==> config.mk <==
export PLATFORM = sky130hd
export DESIGN_NAME = serial_mmio_bridge
export DESIGN_NICKNAME = d
export VERILOG_FILES = /design/src/rtl/serial_mmio_pkg.sv /design/src/rtl/byte_fifo.sv /design/src/rtl/mmio_reg_decode.sv /design/src/rtl/bus_resp_fsm.sv /design/src/rtl/serial_mmio_bridge.sv
export SDC_FILE = /design/constraint.sdc
export NUM_CORES = 1
export LEC_CHECK = 0
export ABC_AREA = 1
export BUFFER_PORTS_ARGS = -buffer_cell sky130_fd_sc_hd__buf_2
export CORE_MARGIN = 2
export CORE_UTILIZATION = 25
export CTS_CLUSTER_DIAMETER = 50
export DETAILED_ROUTE_END_ITERATION = 6
export PLACE_DENSITY = 0.49
export SLEW_MARGIN = 15
export SYNTH_ARGS = -nofsm -noshare
export SYNTH_HDL_FRONTEND = slang
export SYNTH_SLANG_ARGS = --single-unit
==> constraint.sdc <==
create_clock -name clk -period 3.3 [get_ports clk]
set_input_delay 0.33 -clock clk [delete_from_list [all_inputs] [get_ports clk]]
set_output_delay 0.33 -clock clk [all_outputs]
set_load 0.05 [all_outputs]
==> src/rtl/serial_mmio_pkg.sv <==
package serial_mmio_pkg;

    localparam int unsigned BYTE_W = 8;

    typedef enum logic [2:0] {
        OFF_RX_AVAIL = 3'd0,
        OFF_RX_HEAD  = 3'd1,
        OFF_TX_SPACE = 3'd2,
        OFF_RX_POP   = 3'd3,
        OFF_TX_PUSH  = 3'd4
    } reg_off_e;

    typedef enum logic {
        BUS_IDLE = 1'b0,
        BUS_RESP = 1'b1
    } bus_state_e;

endpackage

==> src/rtl/byte_fifo.sv <==
module byte_fifo #(
    parameter int unsigned WIDTH = 8,
    parameter int unsigned DEPTH = 16
) (
    input  logic             clk,
    input  logic             rst_n,
    input  logic             push,
    input  logic [WIDTH-1:0] din,
    input  logic             pop,
    output logic [WIDTH-1:0] dout,
    output logic             empty,
    output logic             full
);
    localparam int unsigned IW = (DEPTH > 1) ? $clog2(DEPTH) : 1;
    localparam int unsigned CW = $clog2(DEPTH + 1);
    localparam logic [CW-1:0] FULL_CNT = CW'(DEPTH);
    localparam logic [IW-1:0] LAST_IDX = IW'(DEPTH - 1);

    logic [WIDTH-1:0] mem [DEPTH];
    logic [IW-1:0]    wr_idx, rd_idx;
    logic [CW-1:0]    count;
    logic             do_push, do_pop;

    assign empty   = (count == '0);
    assign full    = (count == FULL_CNT);
    assign do_push = push && !full;
    assign do_pop  = pop && !empty;
    assign dout    = empty ? '0 : mem[rd_idx];

    always_ff @(posedge clk) begin
        if (do_push) begin
            mem[wr_idx] <= din;
        end
    end

    always_ff @(posedge clk or negedge rst_n) begin
        if (!rst_n) begin
            wr_idx <= '0;
            rd_idx <= '0;
            count  <= '0;
        end else begin
            if (do_push) begin
                wr_idx <= (wr_idx == LAST_IDX) ? '0 : wr_idx + 1'b1;
            end
            if (do_pop) begin
                rd_idx <= (rd_idx == LAST_IDX) ? '0 : rd_idx + 1'b1;
            end
            unique case ({do_push, do_pop})
                2'b10:   count <= count + 1'b1;
                2'b01:   count <= count - 1'b1;
                default: count <= count;
            endcase
        end
    end

    // occupancy never exceeds the depth
    assert_no_overflow_R6: assert property (@(posedge clk) disable iff (!rst_n)
        count <= FULL_CNT);

    // a push against a full queue leaves it full and unchanged in size
    assert_full_drop_R11: assert property (@(posedge clk) disable iff (!rst_n)
        (full && push && !pop) |=> full);

    // a pop against an empty queue with no push keeps it empty
    assert_empty_pop_R5: assert property (@(posedge clk) disable iff (!rst_n)
        (empty && pop && !push) |=> empty);

endmodule

==> src/rtl/mmio_reg_decode.sv <==
module mmio_reg_decode
    import serial_mmio_pkg::*;
#(
    parameter logic [31:0] BASE_ADDR = 32'h8000_0000
) (
    input  logic        req,
    input  logic        we,
    input  logic [31:0] addr,
    output logic        ld_rx_avail,
    output logic        ld_rx_head,
    output logic        ld_tx_space,
    output logic        st_rx_pop,
    output logic        st_tx_push
);
    logic       in_window;
    logic [2:0] off;

    assign in_window = (addr[31:3] == BASE_ADDR[31:3]);
    assign off       = addr[2:0];

    always_comb begin
        ld_rx_avail = 1'b0;
        ld_rx_head  = 1'b0;
        ld_tx_space = 1'b0;
        st_rx_pop   = 1'b0;
        st_tx_push  = 1'b0;
        if (req && in_window) begin
            unique case (off)
                OFF_RX_AVAIL: ld_rx_avail = !we;
                OFF_RX_HEAD:  ld_rx_head  = !we;
                OFF_TX_SPACE: ld_tx_space = !we;
                OFF_RX_POP:   st_rx_pop   = we;
                OFF_TX_PUSH:  st_tx_push  = we;
                default:      ;
            endcase
        end
    end

    // at most one register is selected per access
    always_comb begin
        assert_one_select_R9: assert ($onehot0({ld_rx_avail, ld_rx_head,
            ld_tx_space, st_rx_pop, st_tx_push}));
    end

endmodule

==> src/rtl/bus_resp_fsm.sv <==
module bus_resp_fsm
    import serial_mmio_pkg::*;
(
    input  logic        clk,
    input  logic        rst_n,
    input  logic        load_req,
    input  logic [7:0]  load_byte,
    output logic        rvalid,
    output logic [7:0]  rdata
);
    bus_state_e state, state_nxt;
    logic [7:0] held;

    always_comb begin
        state_nxt = state;
        unique case (state)
            BUS_IDLE: state_nxt = load_req ? BUS_RESP : BUS_IDLE;
            BUS_RESP: state_nxt = load_req ? BUS_RESP : BUS_IDLE;
            default:  state_nxt = BUS_IDLE;
        endcase
    end

    always_ff @(posedge clk or negedge rst_n) begin
        if (!rst_n) begin
            state <= BUS_IDLE;
            held  <= '0;
        end else begin
            state <= state_nxt;
            held  <= load_req ? load_byte : '0;
        end
    end

    always_comb begin
        rvalid = 1'b0;
        rdata  = '0;
        unique case (state)
            BUS_IDLE: ;
            BUS_RESP: begin
                rvalid = 1'b1;
                rdata  = held;
            end
            default:  ;
        endcase
    end

    // each response follows a load on the previous cycle
    assert_resp_follows_load_R9: assert property (@(posedge clk) disable iff (!rst_n)
        load_req |=> rvalid);
    assert_no_spurious_resp_R9: assert property (@(posedge clk) disable iff (!rst_n)
        !load_req |=> !rvalid);

endmodule

==> src/rtl/serial_mmio_bridge.sv <==
module serial_mmio_bridge
    import serial_mmio_pkg::*;
#(
    parameter int unsigned  DEPTH     = 16,
    parameter logic [31:0]  BASE_ADDR = 32'h8000_0000
) (
    input  logic        clk,
    input  logic        rst_n,
    input  logic        bus_req,
    input  logic        bus_we,
    input  logic [31:0] bus_addr,
    input  logic [7:0]  bus_wdata,
    output logic        bus_rvalid,
    output logic [7:0]  bus_rdata,
    input  logic        rx_valid,
    input  logic [7:0]  rx_data,
    output logic        tx_valid,
    output logic [7:0]  tx_data,
    input  logic        tx_ready
);
    logic ld_rx_avail, ld_rx_head, ld_tx_space, st_rx_pop, st_tx_push;
    logic rx_empty, rx_full, tx_empty, tx_full;
    logic [7:0] rx_head, load_byte;
    logic load_req;

    mmio_reg_decode #(.BASE_ADDR(BASE_ADDR)) u_dec (
        .req        (bus_req),
        .we         (bus_we),
        .addr       (bus_addr),
        .ld_rx_avail(ld_rx_avail),
        .ld_rx_head (ld_rx_head),
        .ld_tx_space(ld_tx_space),
        .st_rx_pop  (st_rx_pop),
        .st_tx_push (st_tx_push)
    );

    byte_fifo #(.WIDTH(BYTE_W), .DEPTH(DEPTH)) u_rxq (
        .clk  (clk),
        .rst_n(rst_n),
        .push (rx_valid),
        .din  (rx_data),
        .pop  (st_rx_pop),
        .dout (rx_head),
        .empty(rx_empty),
        .full (rx_full)
    );

    byte_fifo #(.WIDTH(BYTE_W), .DEPTH(DEPTH)) u_txq (
        .clk  (clk),
        .rst_n(rst_n),
        .push (st_tx_push),
        .din  (bus_wdata),
        .pop  (tx_ready),
        .dout (tx_data),
        .empty(tx_empty),
        .full (tx_full)
    );

    assign tx_valid = !tx_empty;
    assign load_req = bus_req && !bus_we;

    always_comb begin
        load_byte = '0;
        if (ld_rx_avail) begin
            load_byte = {7'd0, !rx_empty};
        end else if (ld_rx_head) begin
            load_byte = rx_head;
        end else if (ld_tx_space) begin
            load_byte = {7'd0, !tx_full};
        end
    end

    bus_resp_fsm u_resp (
        .clk      (clk),
        .rst_n    (rst_n),
        .load_req (load_req),
        .load_byte(load_byte),
        .rvalid   (bus_rvalid),
        .rdata    (bus_rdata)
    );

    // a byte not taken stays presented unchanged
    assert_tx_hold_R8: assert property (@(posedge clk) disable iff (!rst_n)
        (tx_valid && !tx_ready) |=> (tx_valid && $stable(tx_data)));

    // reading the head does not consume it
    assert_head_nondestructive_R3: assert property (@(posedge clk) disable iff (!rst_n)
        (ld_rx_head && !rx_empty && !st_rx_pop) |=> !rx_empty);

    // a dequeue store with an empty queue and no arrival leaves it empty
    assert_pop_empty_ignored_R5: assert property (@(posedge clk) disable iff (!rst_n)
        (st_rx_pop && rx_empty && !rx_valid) |=> rx_empty);

endmodule

==> flow_summary_export.csv, run 1 <==
group,metric,value,unit
drt,avgViaCountPerCell,4.40,
worst_setup_path,cp_slowest_stage_delay,0.57,ns
sta,fin_crit_sh,91.4,%
yosys,synth_top_family_by_area,"simple AND/OR/NAND/NOR gates",
yosys,ys_ff_latch,291,
drt,postRouteAntennaNets,0,
cts,clkSinkCount,291,
global_routing,grt_pass1_vias,8290,
worst_setup_path,crit_path_end_kind,"output port",
worst_setup_path,cp_cell_sequence,"buf_4, nor2_1, nor2_1, o21ai_0, o21ai_0, nand2_1, nand2_1, inv_1, a21oi_1, buf_2",
power_and_ir_drop,p_leak,5.74,nW
floorplan,ios,72,
final_layout,nNetsFinal,1316,
power_and_ir_drop,powerDensity,735,nW/um^2
global_routing,grt_overflow,0,
drt,drtPass1Iterations,5,
yosys,yosys.area.top_type_share,60.6,%
drt,drc,0,
yosys,synth-xor-area-share,0.898,%
worst_setup_path,cp.required,2.97,ns
sta,tightest_slew,0.999,ns
sta,setup_violations,0,
power_and_ir_drop,finalPower,0.0111,W
final_layout,fin_util,30.2,%
yosys,synth-compound-area-share,9.51,%
yosys,syn_area_per_cell,11.0,sq um
yosys,synthTopCellsByArea,"edfxtp_1, nor2_1, dfrtp_1",
cts,clk_latency,0.55,ns
placed_design,numPortBuffers,71,
sta,rsz0062_at_grt,"no",
cts,cts_tree,"done",
yosys,netlist_area,12700,sq um
worst_setup_path,crit_type,"reg2out",
yosys,synthCells,1148,
cts,clkTransAtPathRegs,0.06,ns
sta,min_period,3.02,ns
worst_setup_path,path_buf_inv,3,
sta,finalHoldViolCount,0,
drt,first_iter_violations,724,
cts,htreeDepth,2,
floorplan,rows,82,
global_routing,antenna_found_initial,1,
worst_setup_path,arrival,2.69,ns
run_status,outcome,"completed",
worst_setup_path,crit_family,"buffers and inverters",
final_layout,instances_no_fill,1944,
cts,cts_setup_buffers,0,
drt,wl,32.0,mm
power_and_ir_drop,ir_drop,0.368,mV
yosys,muxShareOfSynthArea,0,%
cts,cts_buffers,38,
floorplan,fp.dieW,229,um
sta,layout_setup_ws,0.284,ns
placed_design,place_hpwl,20.7,mm
floorplan,fp.coreArea,50100,sq um
worst_setup_path,crit_fanout,66,
worst_setup_path,cp-start-kind,"flip-flop",
cts,clockBufferDepth,3,
drt,via_count,8563,
final_layout,syn_to_final_growth,19.1,%
sta,clock_skew,0.0224,ns
yosys,syn_nets,1221,
worst_setup_path,crit_path_top_delay_cell,"buf_4",
final_layout,drive_above_1_share,15.1,%
floorplan,die_h,229,um
final_layout,antennaDiodeCount,0,
flow_run,drv_cap,0,
cts,clock_tree.root_cell,"clkbuf_16",
sta,final_max_slew_viol_count,0,
sta,tns,0,ns
yosys,synth-simple-area-share,15.2,%
hold_path,hp-class,"in2reg",
sta,slew_headroom,33.4,%
yosys,synth-main-ff-cell,"edfxtp_1",
yosys,synthAdderAreaFrac,1.93,%
final_layout,fill_cells,5212,
drt,wl_per_cell,16.5,um
placed_design,routabilityCongestion,0.779,
placed_design,dp_worst_setup_slack,0.510,ns
placed_design,placedCellCount,1874,
floorplan,dieArea,52500,sq um
sta,fmax,332,MHz
global_routing,grt_max_degree,67,
yosys,synth-edff-count,256,
floorplan,initial_core_util,25.3,%
yosys,ys_seq_area_share,67.5,%
global_routing,grt_pass1_wl,49.2,mm
yosys,synth_async_sr_flop_share,12.0,%
yosys,yosys_warnings,0,
global_routing,grt_usage,12.1,%
yosys,ys_types,33,
yosys,synth.largest_area_cell,"edfxtp_1",
[layout by cell type (no fill, tap or decap), drive strengths merged]
cell type / netlist / final
nor2: 257 / 257
edfxtp: 256 / 256
o21ai: 167 / 167
nand2: 158 / 158
buf: 39 / 101
inv: 80 / 85
clkbuf: 8 / 50
nand3: 45 / 45
dfrtp: 35 / 35
o211ai: 30 / 30
a21oi: 26 / 26
ha: 18 / 18
clkinv: 4 / 13
xor2: 10 / 10
nand4: 7 / 7
xnor2: 3 / 3
clkinvlp: 0 / 3
nor3: 2 / 2
bufinv: 0 / 2
a21boi: 1 / 1
o21bai: 1 / 1
fa: 1 / 1
dlygate4sd3: 0 / 1
[logic make-up after synthesis]
group / Yosys count
AND/OR/NAND/NOR: 469
flip-flops: 291
AO/OA/AOI/OAI: 225
buffers and inverters: 131
adder cells (fa/ha/maj): 19
XOR/XNOR: 13
[worst min-delay path: stages]
cell    delay (ns)
buf_2         0.15
inv_1         0.07
nor2_1        0.05
[through the flow]
stage / hold slack, ns / cell area, sq um
after CTS: 0.0636 / 15100
after detailed placement: 0.502 / 13800
final: 0.0983 / 15100
after floorplan: 0.0344 / 12700
after global routing: 0.0975 / 15100
after global placement: 0.500 / 13800
[layout make-up]
type | instances | area (sq um) | area share [%]
Tap cell | 672 | 841 | 5.57
Multi-Input combinational cell | 726 | 3500 | 23.2
Timing Repair Buffer | 102 | 628 | 4.16
Clock inverter | 19 | 198 | 1.31
Sequential cell | 291 | 8570 | 56.7
Clock buffer | 50 | 1050 | 6.94
Inverter | 84 | 320 | 2.12
[routing by layer]
metal	vias to the layer above	share of wire, %	track usage [%]
met2	237	46	19.3
li1	4133	-	-
met5	-	0.025	0
met3	51	5.8	2.51
met4	2	2.2	3.65
met1	4140	46	16.6
[power breakdown]
| part | total [W] | switching (W) | internal [W] |
|---|---|---|---|
| registers | 0.00449 | 0.000208 | 0.00428 |
| clock network | 0.00405 | 0.00162 | 0.00243 |
| logic | 0.00256 | 0.00182 | 0.000736 |
[repair_timing]
action | CTS | global route
hold buffers | 1 | 0
resized for setup | 0 | 0
hold endpoints to repair | 25 | 0
[cell usage after synthesis (2+ instances only)]
cell type,instances
edfxtp_1,256
nor2_1,248
nand2_1,150
o21ai_0,143
inv_1,71
nand3_1,44
dfrtp_1,35
o211ai_1,30
a21oi_1,26
o21ai_1,24
buf_2,21
ha_1,18
xor2_1,10
buf_4,9
buf_6,8
inv_2,8
clkbuf_1,7
nand4_1,7
nor2_2,7
clkinv_1,4
nand2_2,4
nand2_4,4
xnor2_1,3
nor3_2,2
[path summary, 6_finish.rpt]
kind	cells past startpoint	startpoint	to	slack, ns
max	10	u_txq.rd_idx[0]	tx_data[0]	0.28
min	3	bus_req	u_resp.state	0.1
max reg2reg	15	u_txq.count[1]	u_txq.count[4]	0.76
min reg2reg	1	u_rxq.count[0]	u_rxq.count[0]	0.51
max in group asynchronous	2	rst_n	u_rxq.rd_idx[0]	2.11
min in group asynchronous	2	rst_n	u_resp.held[7]	0.49
[flip-flops by register name, indices dropped and copies added (netlist names)]
signal and cells:
u_rxq.wr_idx 4, u_rxq.mem 128, u_txq.mem 128, u_rxq.rd_idx 4, u_txq.rd_idx 4, u_txq.wr_idx 4, u_rxq.count 5, u_resp.held 8
u_txq.count 5, u_resp.state 1
No activity file was read; power rests on OpenSTA's default activity.
==> run 2: changes to the inputs <==
==> constraint.sdc (replaced) <==
create_clock -name clk -period 3.3 [get_ports clk]
set_input_delay 0.33 -clock clk [delete_from_list [all_inputs] [get_ports clk]]
set_output_delay 0.33 -clock clk [all_outputs]
set_load 0.005 [all_outputs]
==> flow_summary_export.csv, run 2 (synthesis results as in run 1) <==
group,metric,value,unit
cts,htreeDepth,2,
cts,cts_resized,0,
global_routing,grt_max_degree,67,
cts,cts_tree,"done",
global_routing,grt_pass1_vias,8297,
cts,clockBufferDepth,3,
floorplan,dieArea,52500,sq um
drt,wl_per_cell,16.3,um
floorplan,die_h,229,um
sta,setup_violations,0,
floorplan,fp.coreArea,50100,sq um
final_layout,fill_cells,5199,
power_and_ir_drop,ir_drop,0.359,mV
power_and_ir_drop,powerDensity,712,nW/um^2
final_layout,nNetsFinal,1317,
worst_setup_path,crit_path_end_kind,"output port",
flow_run,drv_cap,0,
sta,final_max_slew_viol_count,0,
worst_setup_path,cp-start-kind,"flip-flop",
sta,tns,0,ns
worst_setup_path,crit_type,"reg2out",
worst_setup_path,crit_fanout,21,
sta,clock_skew,0.0283,ns
floorplan,ios,72,
final_layout,syn_to_final_growth,19.2,%
drt,first_iter_violations,644,
floorplan,fp.dieW,229,um
sta,fmax,357,MHz
global_routing,grt_usage,12.1,%
final_layout,layout_commonest_cell,"edfxtp_1",
final_layout,largestRegisters,"u_rxq.mem x128, u_txq.mem x128, u_resp.held x8",
drt,postRouteAntennaNets,0,
sta,fin_crit_sh,84.9,%
drt,drtPass1Iterations,5,
cts,cts_buffers,40,
sta,slew_headroom,33.4,%
drt,wl,31.7,mm
run_status,outcome,"completed",
power_and_ir_drop,p_leak,5.73,nW
drt,avgViaCountPerCell,4.31,
placed_design,routabilityCongestion,0.798,
drt,drc,0,
sta,rsz0062_at_grt,"no",
cts,clock_tree.root_cell,"clkbuf_16",
cts,clkTransAtPathRegs,0.06,ns
cts,clk_latency,0.56,ns
final_layout,final_cell_mix,"edfxtp_1, nor2_1, nand2_1, o21ai_0",
sta,tightest_slew,0.998,ns
global_routing,antenna_found_initial,2,
worst_setup_path,cp.required,2.97,ns
placed_design,place_hpwl,20.5,mm
hold_path,hp-class,"in2reg",
floorplan,rows,82,
final_layout,drive_above_1_share,14.9,%
global_routing,grt_overflow,0,
sta,finalHoldViolCount,0,
power_and_ir_drop,finalPower,0.0108,W
worst_setup_path,cp_slowest_stage_delay,0.42,ns
cts,clkSinkCount,291,
worst_setup_path,crit_top_cell,"nand2_1",
global_routing,grt_pass1_wl,49.1,mm
worst_setup_path,crit_path_top_delay_cell,"dfrtp_2",
sta,min_period,2.80,ns
placed_design,numPortBuffers,71,
worst_setup_path,cp_cell_sequence,"inv_2, buf_4, nor2_1, o21ai_0, nand2_1, nand2_1, inv_1, a21oi_1, buf_2",
drt,via_count,8380,
final_layout,fin_util,30.2,%
worst_setup_path,arrival,2.47,ns
floorplan,initial_core_util,25.3,%
## run 2: changes by cell type in the layout (fill, tap and decap cells not counted), moves of 2 or more
cell,delta
inv_6,+3
clkinv_2,-3
inv_8,-2
clkbuf_1,+2
## run 2: area by class of cell
type	count	area (sq um)	area share (%)
clock buffers	52	1070	7.05
flip-flops and latches	291	8570	56.7
repair buffers	101	621	4.11
well taps	672	841	5.56
clock inverters	18	194	1.28
multi-input cells	726	3500	23.2
diodes	1	2.50	0.0166
inverters	84	320	2.12
## run 2: critical path: cells and delay by family (launching register included)
| family | cells | cell delay, ns |
|---|---|---|
| AO/OA/AOI/OAI | 2 | 0.42 |
| flip-flops | 1 | 0.42 |
| AND/OR/NAND/NOR | 3 | 0.20 |
| buffers and inverters | 4 | 0.86 |
## run 2: final timing paths
kind                       cells past startpoint            start  slack [ns]               to
max                                            9  u_txq.rd_idx[0]        0.50       tx_data[7]
min                                            3          bus_req        0.08     u_resp.state
max reg2reg                                   16   u_txq.count[1]        0.77   u_txq.count[4]
min reg2reg                                    1   u_rxq.count[0]        0.51   u_rxq.count[0]
max in group asynchronous                      2            rst_n        2.10  u_rxq.rd_idx[0]
min in group asynchronous                      2            rst_n        0.48  u_txq.rd_idx[3]
## run 2: power by group
part	leakage (nW)	switching [W]	internal [W]	total, W
Sequential	2.72	0.000191	0.00428	0.00447
Combinational	2.40	0.00144	0.000743	0.00218
Clock	0.603	0.00164	0.00246	0.00411
Total	5.73	0.00327	0.00749	0.0108
## run 2: layer usage
metal,up-vias,global-route usage [%],part of all wire [%]
met4,4,3.73,2.1
li1,4138,-,-
met3,53,2.81,5.6
met1,3980,16.6,47
met2,205,18.9,45
met5,-,0,0.069
## run 2: repair_timing
| item | 4_1_cts | 5_1_grt |
|---|---|---|
| endpoints found under the hold margin | 35 | 0 |
| hold buffers | 1 | 0 |
| setup buffers | 0 | 0 |
## run 2: stage by stage
| stage | cell area, sq um | std cells | hold slack, ns | setup WS (ns) |
|---|---|---|---|---|
| global route | 15100 | 1944 | 0.0754 | 0.318 |
| detailed placement | 13800 | 1873 | 0.500 | 0.485 |
| finish | 15100 | 1945 | 0.0809 | 0.497 |
| CTS | 15100 | 1944 | 0.0588 | 0.465 |
| floorplan | 12700 | 1148 | 0.0344 | 1.05 |
| global placement | 13800 | 1873 | 0.499 | 0.576 |
